`src/rtl/cal_pkg.sv`:
```
package cal_pkg;

  localparam int FIELD_CNT = 7;
  localparam int F_SEC  = 0;
  localparam int F_MIN  = 1;
  localparam int F_HOUR = 2;
  localparam int F_WDAY = 3;
  localparam int F_DAY  = 4;
  localparam int F_MON  = 5;
  localparam int F_YEAR = 6;

  localparam int A_CTRL = 8;
  localparam int A_STAT = 9;

  // Strobes from the control side to the field datapath.
  typedef struct packed {
    logic                 advance;
    logic                 clear;
    logic                 mode24;
    logic [FIELD_CNT-1:0] load;
    logic [7:0]           data;
  } calStrobe_t;

  // Next packed BCD value, no wrap handling.
  function automatic logic [7:0] bcdInc(input logic [7:0] v);
    if (v[3:0] == 4'd9) return {v[7:4] + 4'd1, 4'd0};
    return {v[7:4], v[3:0] + 4'd1};
  endfunction

  // Writable bits of each field.
  function automatic logic [7:0] fieldMask(input int idx);
    case (idx)
      F_SEC, F_MIN, F_HOUR: return 8'h7f;
      F_WDAY:               return 8'h07;
      F_DAY:                return 8'h3f;
      F_MON:                return 8'h1f;
      default:              return 8'hff;
    endcase
  endfunction

  function automatic logic isLeap(input logic [7:0] yr);
    logic [6:0] bin;
    bin = 7'(yr[7:4]) * 7'd10 + 7'(yr[3:0]);
    return (bin % 7'd4) == 7'd0;
  endfunction

  // Last day of the month, packed BCD.
  function automatic logic [7:0] monthEnd(input logic [7:0] mon, input logic [7:0] yr);
    case (mon)
      8'h02:                      return isLeap(yr) ? 8'h29 : 8'h28;
      8'h04, 8'h06, 8'h09, 8'h11: return 8'h30;
      default:                    return 8'h31;
    endcase
  endfunction

endpackage

```
`src/rtl/cal_ctrl.sv`:
```
module cal_ctrl
  import cal_pkg::*;
#(
  parameter int SYNC_STAGES = 3,
  parameter int CLR_CYCLES  = 16,
  parameter int ADDR_W      = 4
) (
  input  logic              clk,
  input  logic              rstN,
  input  logic              tick,
  input  logic              wrEn,
  input  logic [ADDR_W-1:0] addr,
  input  logic [7:0]        wrData,
  output calStrobe_t        strb,
  output logic              runActive,
  output logic              clrBusy,
  output logic              mode24,
  output logic              carryFlag
);

  localparam int CLR_W = $clog2(CLR_CYCLES + 1);

  logic                   runReq;
  logic [SYNC_STAGES-1:0] runPipe;
  logic [CLR_W-1:0]       clrCnt;
  logic                   ctrlWr;
  logic                   statWr;

  assign ctrlWr    = wrEn && (addr == ADDR_W'(A_CTRL));
  assign statWr    = wrEn && (addr == ADDR_W'(A_STAT));
  assign runActive = runPipe[SYNC_STAGES-1];
  assign clrBusy   = (clrCnt != '0);

  always_ff @(posedge clk or negedge rstN) begin
    if (!rstN) begin
      runReq <= 1'b0;
      mode24 <= 1'b0;
    end else if (ctrlWr) begin
      runReq <= wrData[0];
      mode24 <= wrData[6];
    end
  end

  generate
    if (SYNC_STAGES == 1) begin : gSyncOne
      always_ff @(posedge clk or negedge rstN) begin
        if (!rstN) runPipe <= '0;
        else       runPipe <= runReq;
      end
    end else begin : gSyncChain
      always_ff @(posedge clk or negedge rstN) begin
        if (!rstN) runPipe <= '0;
        else       runPipe <= {runPipe[SYNC_STAGES-2:0], runReq};
      end
    end
  endgenerate

  always_ff @(posedge clk or negedge rstN) begin
    if (!rstN)                  clrCnt <= '0;
    else if (ctrlWr && wrData[1]) clrCnt <= CLR_W'(CLR_CYCLES);
    else if (clrBusy)           clrCnt <= clrCnt - 1'b1;
  end

  always_ff @(posedge clk or negedge rstN) begin
    if (!rstN)                        carryFlag <= 1'b0;
    else if (strb.advance)            carryFlag <= 1'b1;
    else if (statWr && !wrData[1])    carryFlag <= 1'b0;
  end

  always_comb begin
    strb.advance = tick && runActive && !clrBusy;
    strb.clear   = clrBusy;
    strb.mode24  = mode24;
    strb.data    = wrData;
  end

  generate
    for (genvar i = 0; i < FIELD_CNT; i++) begin : gLoad
      assign strb.load[i] = wrEn && (addr == ADDR_W'(i)) && !runActive && !clrBusy;
    end
  endgenerate

  AST_CARRY_ON_ADVANCE: assert property (@(posedge clk) disable iff (!rstN)
    strb.advance |=> carryFlag) else $error("carry flag not set");

endmodule

```
`src/rtl/cal_datapath.sv`:
```
module cal_datapath
  import cal_pkg::*;
(
  input  logic                   clk,
  input  logic                   rstN,
  input  calStrobe_t             strb,
  output logic [FIELD_CNT*8-1:0] fieldsFlat
);

  logic [7:0]           fq      [FIELD_CNT];
  logic [7:0]           stepVal [FIELD_CNT];
  logic [FIELD_CNT-1:0] stepEn;

  logic [7:0] secQ, minQ, hourQ, wdayQ, dayQ, monQ, yearQ;
  logic [7:0] hourInc, hourNext, dayEnd;
  logic       secWrap, minWrap, dayFromHour, dayWrap, dayCarry;

  assign secQ  = fq[F_SEC];
  assign minQ  = fq[F_MIN];
  assign hourQ = fq[F_HOUR];
  assign wdayQ = fq[F_WDAY];
  assign dayQ  = fq[F_DAY];
  assign monQ  = fq[F_MON];
  assign yearQ = fq[F_YEAR];

  always_comb begin
    secWrap = (secQ == 8'h59);
    minWrap = (minQ == 8'h59);
    dayEnd  = monthEnd(monQ, yearQ);
    dayWrap = (dayQ == dayEnd);
    hourInc = bcdInc({2'b00, hourQ[5:0]});

    if (strb.mode24) begin
      dayFromHour = (hourQ[5:0] == 6'h23);
      hourNext    = dayFromHour ? 8'h00 : hourInc;
    end else begin
      dayFromHour = (hourQ[5:0] == 6'h11) && hourQ[6];
      if (hourQ[5:0] == 6'h11)      hourNext = {1'b0, ~hourQ[6], 6'h12};
      else if (hourQ[5:0] == 6'h12) hourNext = {1'b0, hourQ[6], 6'h01};
      else                          hourNext = {1'b0, hourQ[6], hourInc[5:0]};
    end

    stepEn[F_SEC]  = strb.advance;
    stepEn[F_MIN]  = strb.advance && secWrap;
    stepEn[F_HOUR] = stepEn[F_MIN] && minWrap;
    dayCarry       = stepEn[F_HOUR] && dayFromHour;
    stepEn[F_WDAY] = dayCarry;
    stepEn[F_DAY]  = dayCarry;
    stepEn[F_MON]  = dayCarry && dayWrap;
    stepEn[F_YEAR] = stepEn[F_MON] && (monQ == 8'h12);

    stepVal[F_SEC]  = secWrap ? 8'h00 : bcdInc(secQ);
    stepVal[F_MIN]  = minWrap ? 8'h00 : bcdInc(minQ);
    stepVal[F_HOUR] = hourNext;
    stepVal[F_WDAY] = (wdayQ == 8'h06) ? 8'h00 : wdayQ + 8'h01;
    stepVal[F_DAY]  = dayWrap ? 8'h01 : bcdInc(dayQ);
    stepVal[F_MON]  = (monQ == 8'h12) ? 8'h01 : bcdInc(monQ);
    stepVal[F_YEAR] = (yearQ == 8'h99) ? 8'h00 : bcdInc(yearQ);
  end

  generate
    for (genvar i = 0; i < FIELD_CNT; i++) begin : gField
      localparam logic [7:0] BASE = (i == F_DAY || i == F_MON) ? 8'h01 : 8'h00;
      localparam logic [7:0] PWR  = (i == F_HOUR) ? 8'h12 : BASE;
      logic [7:0] q;

      always_ff @(posedge clk or negedge rstN) begin
        if (!rstN)              q <= PWR;
        else if (strb.clear)    q <= (i == F_HOUR && !strb.mode24) ? 8'h12 : BASE;
        else if (strb.load[i])  q <= strb.data & fieldMask(i);
        else if (stepEn[i])     q <= stepVal[i];
      end

      assign fq[i]               = q;
      assign fieldsFlat[i*8 +: 8] = q;
    end
  endgenerate

  AST_SEC_WRAP: assert property (@(posedge clk) disable iff (!rstN)
    (strb.advance && secQ == 8'h59) |=> (secQ == 8'h00)) else $error("seconds wrap");

  AST_HOLD_IDLE: assert property (@(posedge clk) disable iff (!rstN)
    (!strb.advance && !strb.clear && strb.load == '0) |=> $stable(fieldsFlat)) else $error("field moved");

  AST_CLEAR_VALUES: assert property (@(posedge clk) disable iff (!rstN)
    strb.clear |=> (secQ == 8'h00 && minQ == 8'h00 && dayQ == 8'h01 && monQ == 8'h01 && yearQ == 8'h00))
    else $error("clear values");

  AST_PM_FLIP: assert property (@(posedge clk) disable iff (!rstN)
    (strb.advance && !strb.mode24 && secQ == 8'h59 && minQ == 8'h59 && hourQ[5:0] == 6'h11)
    |=> (hourQ[5:0] == 6'h12 && hourQ[6] != $past(hourQ[6]))) else $error("pm toggle");

endmodule

```
`src/rtl/bcd_clock_calendar.sv`:
```
module bcd_clock_calendar
  import cal_pkg::*;
#(
  parameter int SYNC_STAGES = 3,
  parameter int CLR_CYCLES  = 16,
  parameter int ADDR_W      = 4
) (
  input  logic              clk,
  input  logic              rstN,
  input  logic              tick,
  input  logic              wrEn,
  input  logic [ADDR_W-1:0] addr,
  input  logic [7:0]        wrData,
  output logic [7:0]        rdData
);

  calStrobe_t             strb;
  logic                   runActive, clrBusy, mode24, carryFlag;
  logic [FIELD_CNT*8-1:0] fieldsFlat;

  cal_ctrl #(
    .SYNC_STAGES(SYNC_STAGES),
    .CLR_CYCLES (CLR_CYCLES),
    .ADDR_W     (ADDR_W)
  ) uCtrl (
    .clk      (clk),
    .rstN     (rstN),
    .tick     (tick),
    .wrEn     (wrEn),
    .addr     (addr),
    .wrData   (wrData),
    .strb     (strb),
    .runActive(runActive),
    .clrBusy  (clrBusy),
    .mode24   (mode24),
    .carryFlag(carryFlag)
  );

  cal_datapath uData (
    .clk       (clk),
    .rstN      (rstN),
    .strb      (strb),
    .fieldsFlat(fieldsFlat)
  );

  always_comb begin
    rdData = 8'h00;
    for (int i = 0; i < FIELD_CNT; i++) begin
      if (addr == ADDR_W'(i)) rdData = fieldsFlat[i*8 +: 8];
    end
    if (addr == ADDR_W'(A_CTRL)) rdData = {1'b0, mode24, 4'b0000, clrBusy, runActive};
    if (addr == ADDR_W'(A_STAT)) rdData = {6'b000000, carryFlag, 1'b0};
  end

endmodule

```
`config.mk`:
```
export PLATFORM = sky130hd
export DESIGN_NAME = bcd_clock_calendar
export DESIGN_NICKNAME = d
export VERILOG_FILES = /design/src/rtl/cal_pkg.sv /design/src/rtl/cal_ctrl.sv /design/src/rtl/cal_datapath.sv /design/src/rtl/bcd_clock_calendar.sv
export SDC_FILE = /design/constraint.sdc
export NUM_CORES = 1
export LEC_CHECK = 0
export BUFFER_PORTS_ARGS = -buffer_cell sky130_fd_sc_hd__buf_4
export CAP_MARGIN = 20
export CORE_UTILIZATION = 36
export CTS_CLUSTER_DIAMETER = 150
export DETAILED_ROUTE_END_ITERATION = 12
export SLEW_MARGIN = 20
export SYNTH_ARGS = -nofsm -noshare
export SYNTH_HDL_FRONTEND = slang
export SYNTH_SLANG_ARGS = --single-unit
```
`constraint.sdc`:
```
create_clock -name clk -period 4 [get_ports clk]
set_input_delay 0.6 -clock clk [delete_from_list [all_inputs] [get_ports clk]]
set_output_delay 0.6 -clock clk [all_outputs]
set_load 0.02 [all_outputs]
```
==> results of run 1 <==
-- area by class of cell --
type / count / area (µm²) / area share (%)
multi-input cells: 469 / 2954 / 53.98
well taps: 172 / 215.2 / 3.932
inverters: 25 / 93.84 / 1.715
repair buffers: 33 / 247.7 / 4.527
clock buffers: 13 / 270.3 / 4.938
clock inverters: 2 / 35.03 / 0.6401
flip-flops and latches: 66 / 1657 / 30.27
-- kinds of logic after synthesis --
kind of cell,after synthesis,synth area share (%)
DFF,66,34.62
adders and majority gates,25,6.538
buffers and inverters,48,3.766
muxes,14,3.295
AOI/OAI and AO/OA,188,25.55
xor gates and xnor gates,7,1.281
and+or+nand+nor,235,24.95
-- worst reg2reg max path, delay by kind of cell, from the launching register on --
| kind | cells | cell delay [ps] |
|---|---|---|
| AO/OA/AOI/OAI | 3 | 1190 |
| adder cells (fa/ha/maj) | 1 | 200 |
| buffers and inverters | 1 | 110 |
| flip-flops | 1 | 380 |
| AND/OR/NAND/NOR | 3 | 1630 |
-- state kept, by name (all words and copies together), names as in the netlist --
register         flops
uCtrl.clrCnt         5
uCtrl.carryFlag      1
uCtrl.runPipe        3
uData.gField.q      47
uCtrl.mode24         1
uCtrl.runReq         1
uData.dayQ           8
-- final timing paths --
| kind | startpoint | end | slack (ps) | cells after the start |
|---|---|---|---|---|
| max | uCtrl.clrCnt[0]$_DFFE_PN0P_ | uData.gField[5].q[7]$_DFFE_PN0P_ | 420 | 8 |
| min | uCtrl.runPipe[1]$_DFF_PN0_ | uCtrl.runPipe[2]$_DFF_PN0_ | 350 | 0 |
| max reg2reg | uCtrl.clrCnt[0]$_DFFE_PN0P_ | uData.gField[5].q[7]$_DFFE_PN0P_ | 420 | 8 |
| min reg2reg | uCtrl.runPipe[1]$_DFF_PN0_ | uCtrl.runPipe[2]$_DFF_PN0_ | 350 | 0 |
| max in group asynchronous | rstN | uData.gField[5].q[5]$_DFFE_PN0P_ | 3030 | 1 |
| min in group asynchronous | rstN | uData.gField[0].q[0]$_DFFE_PN0P_ | 370 | 1 |
-- power breakdown --
group | internal, µW | total [µW] | switching [µW]
clock | 528 | 821 | 292
combinational | 286 | 722 | 436
sequential | 792 | 971 | 179
-- cell usage in the layout (no fill, tap or decap), drive strengths merged, types with 4 or more instances in the layout --
| cell | Yosys | final |
|---|---|---|
| a22oi | 16 | 16 |
| o211ai | 6 | 6 |
| nand2b | 11 | 11 |
| clkbuf | 20 | 13 |
| nand3b | 7 | 7 |
| a211oi | 8 | 8 |
| mux2 | 4 | 4 |
| inv | 25 | 25 |
| o31ai | 9 | 9 |
| buf | 3 | 33 |
| mux2i | 9 | 9 |
| nor4b | 5 | 5 |
| nor2b | 10 | 10 |
| nor2 | 56 | 56 |
| nand2 | 64 | 64 |
| dfrtp | 62 | 62 |
| a21oi | 45 | 45 |
| a22o | 8 | 8 |
| ha | 25 | 25 |
| nor4 | 6 | 6 |
| xnor2 | 4 | 4 |
| and3 | 11 | 11 |
| nand4 | 4 | 4 |
| or4 | 5 | 5 |
| o21ai | 59 | 59 |
| nor3 | 9 | 9 |
| a31oi | 5 | 5 |
| dfstp | 4 | 4 |
| nand3 | 26 | 26 |
| or4b | 4 | 4 |
| nor3b | 5 | 5 |
-- through the flow --
step           cell area [µm²]  util [%]  std cells  worst slack (ps)  power (µW)
2_1_floorplan             4785         -        583              1026        1427
3_3_place_gp              5167     40.45        765             564.3        1653
3_5_place_dp              5167     40.45        765             438.7        1684
4_1_cts                   5473     42.84        780             428.0        2516
5_1_grt                   5473     42.84        780             213.5        2668
6_report                  5473     42.84        780             417.0        2514
-- metal layers --
layer	routed length, µm	track usage, %	up-vias	share of wire [%]
li1	-	-	2202	-
met1	6801	31.77	2288	46
met2	6620	35.45	174	45
met3	1038	5.098	28	7.0
met4	395	10.55	0	2.7
met5	0	0	-	0
==> flow_metrics.tcl, run 1 <==
set metrics [dict create \
    cts_setup_buffers 0 \
    drc 0 \
    antenna_left 0 \
    syn-num-nets 624 \
    drt_iter0_drc 463 \
    die_area_um2 13760 \
    slew_viol_final 0 \
    num_vias 4692 \
    diodes 0 \
    grt_pass1_wl_um 23540 \
    wl_um 14860 \
    synth_top_area_share_pct 32.43 \
    path_class "flop to flop" \
    cp.required_ps 4270 \
    grt_pass1_vias 4375 \
    syn_area_per_cell_um2 8.207 \
    synth_warnings 0 \
    floorplan.initialDensity_pct 37.46 \
    cts_tree "yes" \
    finClkSkew_ps 9.620 \
    grt_max_degree 67 \
    numCtsBuffers 9 \
    synthTopCellsByCount "nand2_1 (64), dfrtp_1 (62), o21ai_0 (58)" \
    grt_setup_unrepaired "no" \
    gp_congestion 0.8795 \
    synth-async-reset-ratio_pct 100.0 \
    end_kind "flop" \
    period_needed_ps 3583 \
    areaGrowthSynthToFinish_pct 14.38 \
    fill_cells 1309 \
    leakage_uw 0.002270 \
    portBuffers 23 \
    ys_seq_area_share_pct 34.62 \
    netlist_area_um2 4785 \
    cp-start-kind "flop" \
    die_w_um 117.3 \
    drt-pass1-iter-count 5 \
    slowest_delay_ps 650 \
    core_um2 12770 \
    finalHoldViolations 0 \
    cts_hold_buf 0 \
    htreeDepth 3 \
    critical-path-slowest-cell "a2111oi_4" \
    io_pins 24 \
    synth_area_leader_cell "dfrtp_1" \
    cts_sinks 66 \
    cts-resized-gates 0 \
    vdd_ir_drop_max_uv 205.8 \
    antenna_found_initial 0 \
    yosys.cell_count.top_type "nand2_1" \
    relSlewSlack_pct 35.55 \
    power_density_nw_per_um2 459.3 \
    timing.hold.ws_ps 346.2 \
    synth_cells 583 \
    setup_viol 0 \
    fin_crit_sh_pct 89.58 \
    maxCapViolCount 0 \
    gr-usage-all-layers_pct 23.36 \
    synth_edf_count 0 \
    dpl.hpwl_um 10600 \
    grt_overflow 0 \
    path_buf_inv 1 \
    nets 645 \
    synth_area_leaders "dfrtp_1 (32%), ha_1 (6.5%), o21ai_0 (6.1%)" \
    synth-main-ff-cell "dfrtp_1" \
    cts-root-buf "clkbuf_16" \
    clock_latency_ps 350 \
    ys_types 63 \
    viasPerCell 6.015 \
    clkTransAtPathRegs_ps 50 \
    drive_gt1_share_pct 11.02 \
    row_count 41 \
    tightest_slew_ps 966.7 \
    cp.arrival_ps 3850 \
    cts_buffer_depth 2 \
    path_cells "inv_1 -> ha_1 -> or4b_1 -> or4_4 -> a2111oi_4 -> o211ai_2 -> or4_1 -> a21boi_1" \
    fin_tns_setup_ps 0 \
    path_delay_family "simple AND/OR/NAND/NOR gates" \
    outcome "completed" \
    hold_path.class "flop to flop" \
    ys_seq_elements 66 \
    cp_max_fo 14 \
    die_y_um 117.3 \
    routedWlPerCell_um 19.04 \
    fmax_ghz 0.2791 \
]
(Power assumes the default switching activity.)
==> run 2, diff against run 1 <==
==> constraint.sdc (replaced) <==
create_clock -name clk -period 4 [get_ports clk]
set_input_delay 0.4 -clock clk [delete_from_list [all_inputs] [get_ports clk]]
set_output_delay 0.4 -clock clk [all_outputs]
set_load 0.02 [all_outputs]
==> run 2 against run 1 <==
- hold slack worse by 180 ps
- maximum frequency increased by 0.66%
- critical path depth unchanged
- first-iteration DRC count down 16%
- combinational power fell by 2%
- global-route usage fell by 0.63 points
- clock power shrank 4.0%
- total power down 1.9%
==> flow_metrics.tcl, run 2 (synthesis results as in run 1) <==
set metrics [dict create \
    outcome "completed" \
    final_cell_mix "nand2_1 (64), dfrtp_1 (62), o21ai_0 (58), nor2_1 (56), a21oi_1 (45)" \
    drt_iter0_drc 390 \
    antenna_left 0 \
    viasPerCell 5.981 \
    p_sw_uw 894.6 \
    areaGrowthSynthToFinish_pct 13.83 \
    period_needed_ps 3560 \
    p_clk_share_pct 31.9 \
    regMostFlops "uData.gField.q" \
    antenna_found_initial 0 \
    cts-resized-gates 0 \
    die_y_um 117.3 \
    gr-usage-all-layers_pct 22.73 \
    cts_buffer_depth 2 \
    r2r_slack_ps 440 \
    grt_max_degree 67 \
    seq_area_um2 1657 \
    cp_max_fo 14 \
    core_um2 12770 \
    grt_pass1_wl_um 23120 \
    cp-start-kind "flop" \
    path_class "flop to flop" \
    diodes 0 \
    num_vias 4659 \
    clkTransAtPathRegs_ps 50 \
    grt_overflow 0 \
    drc 0 \
    fin_crit_sh_pct 88.99 \
    fill_cells 1287 \
    portBuffers 23 \
    final_area_um2 5446 \
    finClkSkew_ps 4.083 \
    power_uw 2467 \
    seqPwrFrac_pct 39.2 \
    placedInstanceArea_um2 5160 \
    row_count 41 \
    wl_um 14560 \
    nets 644 \
    grt_pass1_vias 4354 \
    finalHoldViolations 0 \
    io_pins 24 \
    hold_path.class "input port to asynchronous set/reset pin" \
    fin_tns_setup_ps 0 \
    grt_setup_unrepaired "no" \
    dpl.hpwl_um 10440 \
    setup_viol 0 \
    vdd_ir_drop_max_uv 196.8 \
    cts_setup_buffers 0 \
    relSlewSlack_pct 27.07 \
    routedWlPerCell_um 18.69 \
    cp.arrival_ps 3830 \
    drive_gt1_share_pct 10.71 \
    fin_util_pct 42.64 \
    cp.required_ps 4270 \
    clock_latency_ps 340 \
    gp_congestion 0.8735 \
    r2r_start "uCtrl.clrCnt[0]$_DFFE_PN0P_" \
    die_area_um2 13760 \
    p_comb_share_pct 28.8 \
    htreeDepth 3 \
    cts-root-buf "clkbuf_16" \
    maxCapViolCount 0 \
    largest_reg_flops 47 \
    slew_viol_final 0 \
    timing.hold.ws_ps 165.4 \
    floorplan.initialDensity_pct 37.46 \
    die_w_um 117.3 \
    leakage_uw 0.002256 \
    numCtsBuffers 9 \
    cts_hold_buf 0 \
    power_density_nw_per_um2 453.0 \
    drt-pass1-iter-count 5 \
    reg2regPathDepth 8 \
    multi_input_area_um2 2954 \
    cts_tree "yes" \
    end_kind "flop" \
    cts_sinks 66 \
    switching_share_pct 36.26 \
    fmax_ghz 0.2809 \
    worstReg2RegEnd "uData.gField[5].q[7]$_DFFE_PN0P_" \
    tightest_slew_ps 1079 \
    p_int_uw 1573 \
    layout_commonest_cell "nand2_1" \
]
[run 2: cell count changes in the layout (fill, tap and decap cells not counted), sizes merged]
cell / change
buf: -1
clkinv: +1
clkbuf: -1
[run 2: area by class of cell]
| class | count | share of cell area [%] |
|---|---|---|
| clock buffers | 12 | 4.526 |
| clock inverters | 3 | 0.7351 |
| inverters | 25 | 1.723 |
| multi-input cells | 469 | 54.24 |
| flip-flops and latches | 66 | 30.42 |
| well taps | 172 | 3.951 |
| repair buffers | 32 | 4.411 |
[run 2: per-stage QoR]
| step | setup slack (ps) | std cells |
|---|---|---|
| after CTS | 447.6 | 779 |
| after floorplan | 1026 | 583 |
| after global routing | 254.9 | 779 |
| after global placement | 565.7 | 764 |
| final | 440.4 | 779 |
| after detailed placement | 459.8 | 764 |
[run 2: how the worst max path moves through the flow]
stage                                       endpoint                        start  slack (ps)  cells after the start
floorplan           uData.gField[5].q[6]$_DFFE_PN0P_  uCtrl.clrCnt[0]$_DFFE_PN0P_        1030                      9
global placement    uData.gField[5].q[7]$_DFFE_PN0P_  uCtrl.clrCnt[0]$_DFFE_PN0P_         570                      8
detailed placement  uData.gField[5].q[7]$_DFFE_PN0P_  uCtrl.clrCnt[0]$_DFFE_PN0P_         460                      8
CTS                 uData.gField[5].q[7]$_DFFE_PN0P_  uCtrl.clrCnt[0]$_DFFE_PN0P_         450                      8
global route        uData.gField[5].q[7]$_DFFE_PN0P_  uCtrl.clrCnt[0]$_DFFE_PN0P_         250                      8
finish              uData.gField[5].q[7]$_DFFE_PN0P_  uCtrl.clrCnt[0]$_DFFE_PN0P_         440                      8
[run 2: per-layer routing]
layer  routed length [µm]  global-route usage [%]
met5                    0                       0
met2                 6418                   34.12
met1                 6770                   31.18
met4                  491                   11.22
met3                  877                   4.428
[run 2: power groups by stage]
stage	clock [µW]	combinational (µW)	sequential (µW)
3_3_place_gp	0	684	969
6_report	788	711	968
3_5_place_dp	0	702	973
2_1_floorplan	0	529	898
4_1_cts	808	706	964
5_1_grt	836	802	984
[run 2: critical path, stage by stage, from the launching register on]
cell and delay [ps]:
dfrtp_1 370, inv_1 110, ha_1 200, or4b_1 500, or4_4 610, a2111oi_4 630, o211ai_2 370, or4_1 550
a21boi_1 150
==> run 3, diff against run 2 <==
Settings changed: ABC_AREA from default to 1, CORE_ASPECT_RATIO from default to 1.1, REMOVE_ABC_BUFFERS from default to 1.
==> run 3 against run 2 <==
- clock power up 11%
- sequential share of layout area shrank 0.78 points
- first-iteration DRC count down 15%
- critical endpoint is now uData.gField[6].q[6]$_DFFE_PN0P_
- largest power group unchanged
==> flow_metrics.tcl, run 3 <==
set metrics [dict create \
    outcome "completed" \
    vdd_ir_drop_max_uv 221.3 \
    cts_setup_buffers 0 \
    gp_congestion 0.9405 \
    p_comb_share_pct 29.7 \
    period_needed_ps 2558 \
    core_um2 13270 \
    cp.arrival_ps 2790 \
    finalHoldViolations 0 \
    final_cell_mix "nand2_1 (137), inv_1 (109), dfrtp_1 (62), o21ai_0 (57), nor2_1 (52)" \
    path_class "flop to flop" \
    fin_crit_sh_pct 63.94 \
    cp.required_ps 4240 \
    portBuffers 23 \
    power_density_nw_per_um2 457.3 \
    grt_overflow 0 \
    drt-pass1-iter-count 4 \
    cts-root-buf "clkbuf_16" \
    power_uw 2557 \
    synth-main-ff-cell "dfrtp_1" \
    switching_share_pct 38.03 \
    slew_viol_final 0 \
    leakage_uw 0.002656 \
    cp_max_fo 29 \
    setup_viol 0 \
    cts_tree "yes" \
    wl_um 14520 \
    tightest_slew_ps 871.9 \
    fin_tns_setup_ps 0 \
    grt_util_met3_pct 4.282 \
    syn_area_per_cell_um2 7.227 \
    floorplan.initialDensity_pct 37.15 \
    grt_pass1_wl_um 23870 \
    ys_types 46 \
    synthTopCellsByCount "nand2_1 (137), inv_1 (109), dfrtp_1 (62)" \
    routedWlPerCell_um 16.17 \
    grt_setup_unrepaired "no" \
    p_sw_uw 972.3 \
    grt_max_degree 67 \
    synth-async-reset-ratio_pct 100.0 \
    hold_path.class "input port to asynchronous set/reset pin" \
    drive_gt1_share_pct 11.20 \
    row_count 44 \
    drc 0 \
    numCtsBuffers 9 \
    grt_util_met2_pct 34.76 \
    r2r_slack_ps 1440 \
    cts_sinks 66 \
    reg2regPathDepth 13 \
    clkTransAtPathRegs_ps 60 \
    regMostFlops "uData.gField.q" \
    cts_buffer_depth 2 \
    r2r_start "uCtrl.clrCnt[0]$_DFFE_PN0P_" \
    synth_edf_count 0 \
    dp_worst_setup_slack_ps 1453 \
    worstReg2RegEnd "uData.gField[6].q[6]$_DFFE_PN0P_" \
    htreeDepth 3 \
    diodes 0 \
    clock_latency_ps 350 \
    die_w_um 113.6 \
    relSlewSlack_pct 41.88 \
    largest_reg_flops 47 \
    end_kind "flop" \
    nets 750 \
    maxCapViolCount 0 \
    areaGrowthSynthToFinish_pct 13.43 \
    seqPwrFrac_pct 36.1 \
    num_vias 4794 \
    ys_seq_area_share_pct 33.61 \
    synth_warnings 0 \
    dpl.hpwl_um 10840 \
    synth_cells 682 \
    synth_area_leaders "dfrtp_1 (31%), nand2_1 (10%), inv_1 (8.3%)" \
    final_area_um2 5590 \
    yosys.cell_count.top_type "nand2_1" \
    viasPerCell 5.339 \
    synth_area_leader_cell "dfrtp_1" \
    ys_seq_elements 66 \
    cts_hold_buf 0 \
    gr-usage-all-layers_pct 21.92 \
    synth_top_area_share_pct 31.48 \
    grt_pass1_vias 4585 \
    io_pins 24 \
    finClkSkew_ps 6.912 \
    die_area_um2 14160 \
    cp-start-kind "flop" \
    placedInstanceArea_um2 5270 \
    die_y_um 124.7 \
    cts-resized-gates 0 \
    antenna_found_initial 0 \
    drt_iter0_drc 332 \
    netlist_area_um2 4928 \
    fmax_ghz 0.3910 \
    antenna_left 0 \
    grtUsageMet1_pct 28.54 \
    p_clk_share_pct 34.2 \
    layout_commonest_cell "nand2_1" \
    grt-busiest-layer "met2" \
    setup_slack_ps 1442 \
    p_int_uw 1584 \
]
run 3: worst max path at each step:
stage	cells past startpoint	to	from
2_1_floorplan	13	uData.gField[5].q[4]$_DFFE_PN0P_	uCtrl.clrCnt[0]$_DFFE_PN0P_
3_3_place_gp	13	uData.gField[6].q[7]$_DFFE_PN0P_	uCtrl.clrCnt[0]$_DFFE_PN0P_
3_5_place_dp	13	uData.gField[6].q[6]$_DFFE_PN0P_	uCtrl.clrCnt[0]$_DFFE_PN0P_
4_1_cts	13	uData.gField[6].q[6]$_DFFE_PN0P_	uCtrl.clrCnt[0]$_DFFE_PN0P_
5_1_grt	13	uData.gField[6].q[7]$_DFFE_PN0P_	uCtrl.clrCnt[0]$_DFFE_PN0P_
6_report	13	uData.gField[6].q[6]$_DFFE_PN0P_	uCtrl.clrCnt[0]$_DFFE_PN0P_
run 3: layout make-up:
cell class,count,area [µm²]
repair buffers,23,172.7
well taps,184,230.2
inverters,116,437.9
multi-input cells,493,2773
clock inverters,6,91.34
fillers,1371,7677
flip-flops and latches,66,1657
clock buffers,10,229.0
run 3: power by group through the flow:
| stage | Combinational [µW] | Sequential (µW) | Clock [µW] |
|---|---|---|---|
| global route | 870 | 937 | 923 |
| detailed placement | 751 | 933 | 0 |
| CTS | 755 | 921 | 888 |
| global placement | 735 | 929 | 0 |
| finish | 760 | 922 | 874 |
| floorplan | 562 | 891 | 0 |
run 3: worst max-delay path, cell delays in order, from the launching register on:
cell and delay [ps]:
dfrtp_1 390, inv_1 100, ha_1 190, nand3_4 140, inv_2 430, nand2_2 170, nor2_4 160, nand2_4 90
nor2_8 130, nand4_1 160, nand2_2 210, nand2_1 130, nand2_1 80, nand2_1 50
run 3: cells by family (layout without fill, tap and decap cells):
kind of cell	Yosys count	after routing	share of synthesized area, %
xor+xnor	24	24	4.265
buf+inv	123	155	10.13
compound gates	140	140	16.50
flops	66	66	33.61
simple gates	304	304	29.14
fa+ha+maj	25	25	6.347
run 3: per-layer routing:
layer	routed length, µm	share of wire [%]	up-vias
li1	-	-	2327
met1	6317	43	2261
met2	6795	47	171
met3	959	6.6	35
met4	451	3.1	0
met5	0	0	-
run 3: per-stage QoR:
stage / hold slack [ps] / utilization, % / cells
floorplan: 104.4 / - / 675
global placement: 334.5 / 39.72 / 882
detailed placement: 338.9 / 39.72 / 882
CTS: 214.5 / 42.14 / 898
global route: 257.9 / 42.14 / 898
finish: 178.7 / 42.14 / 898
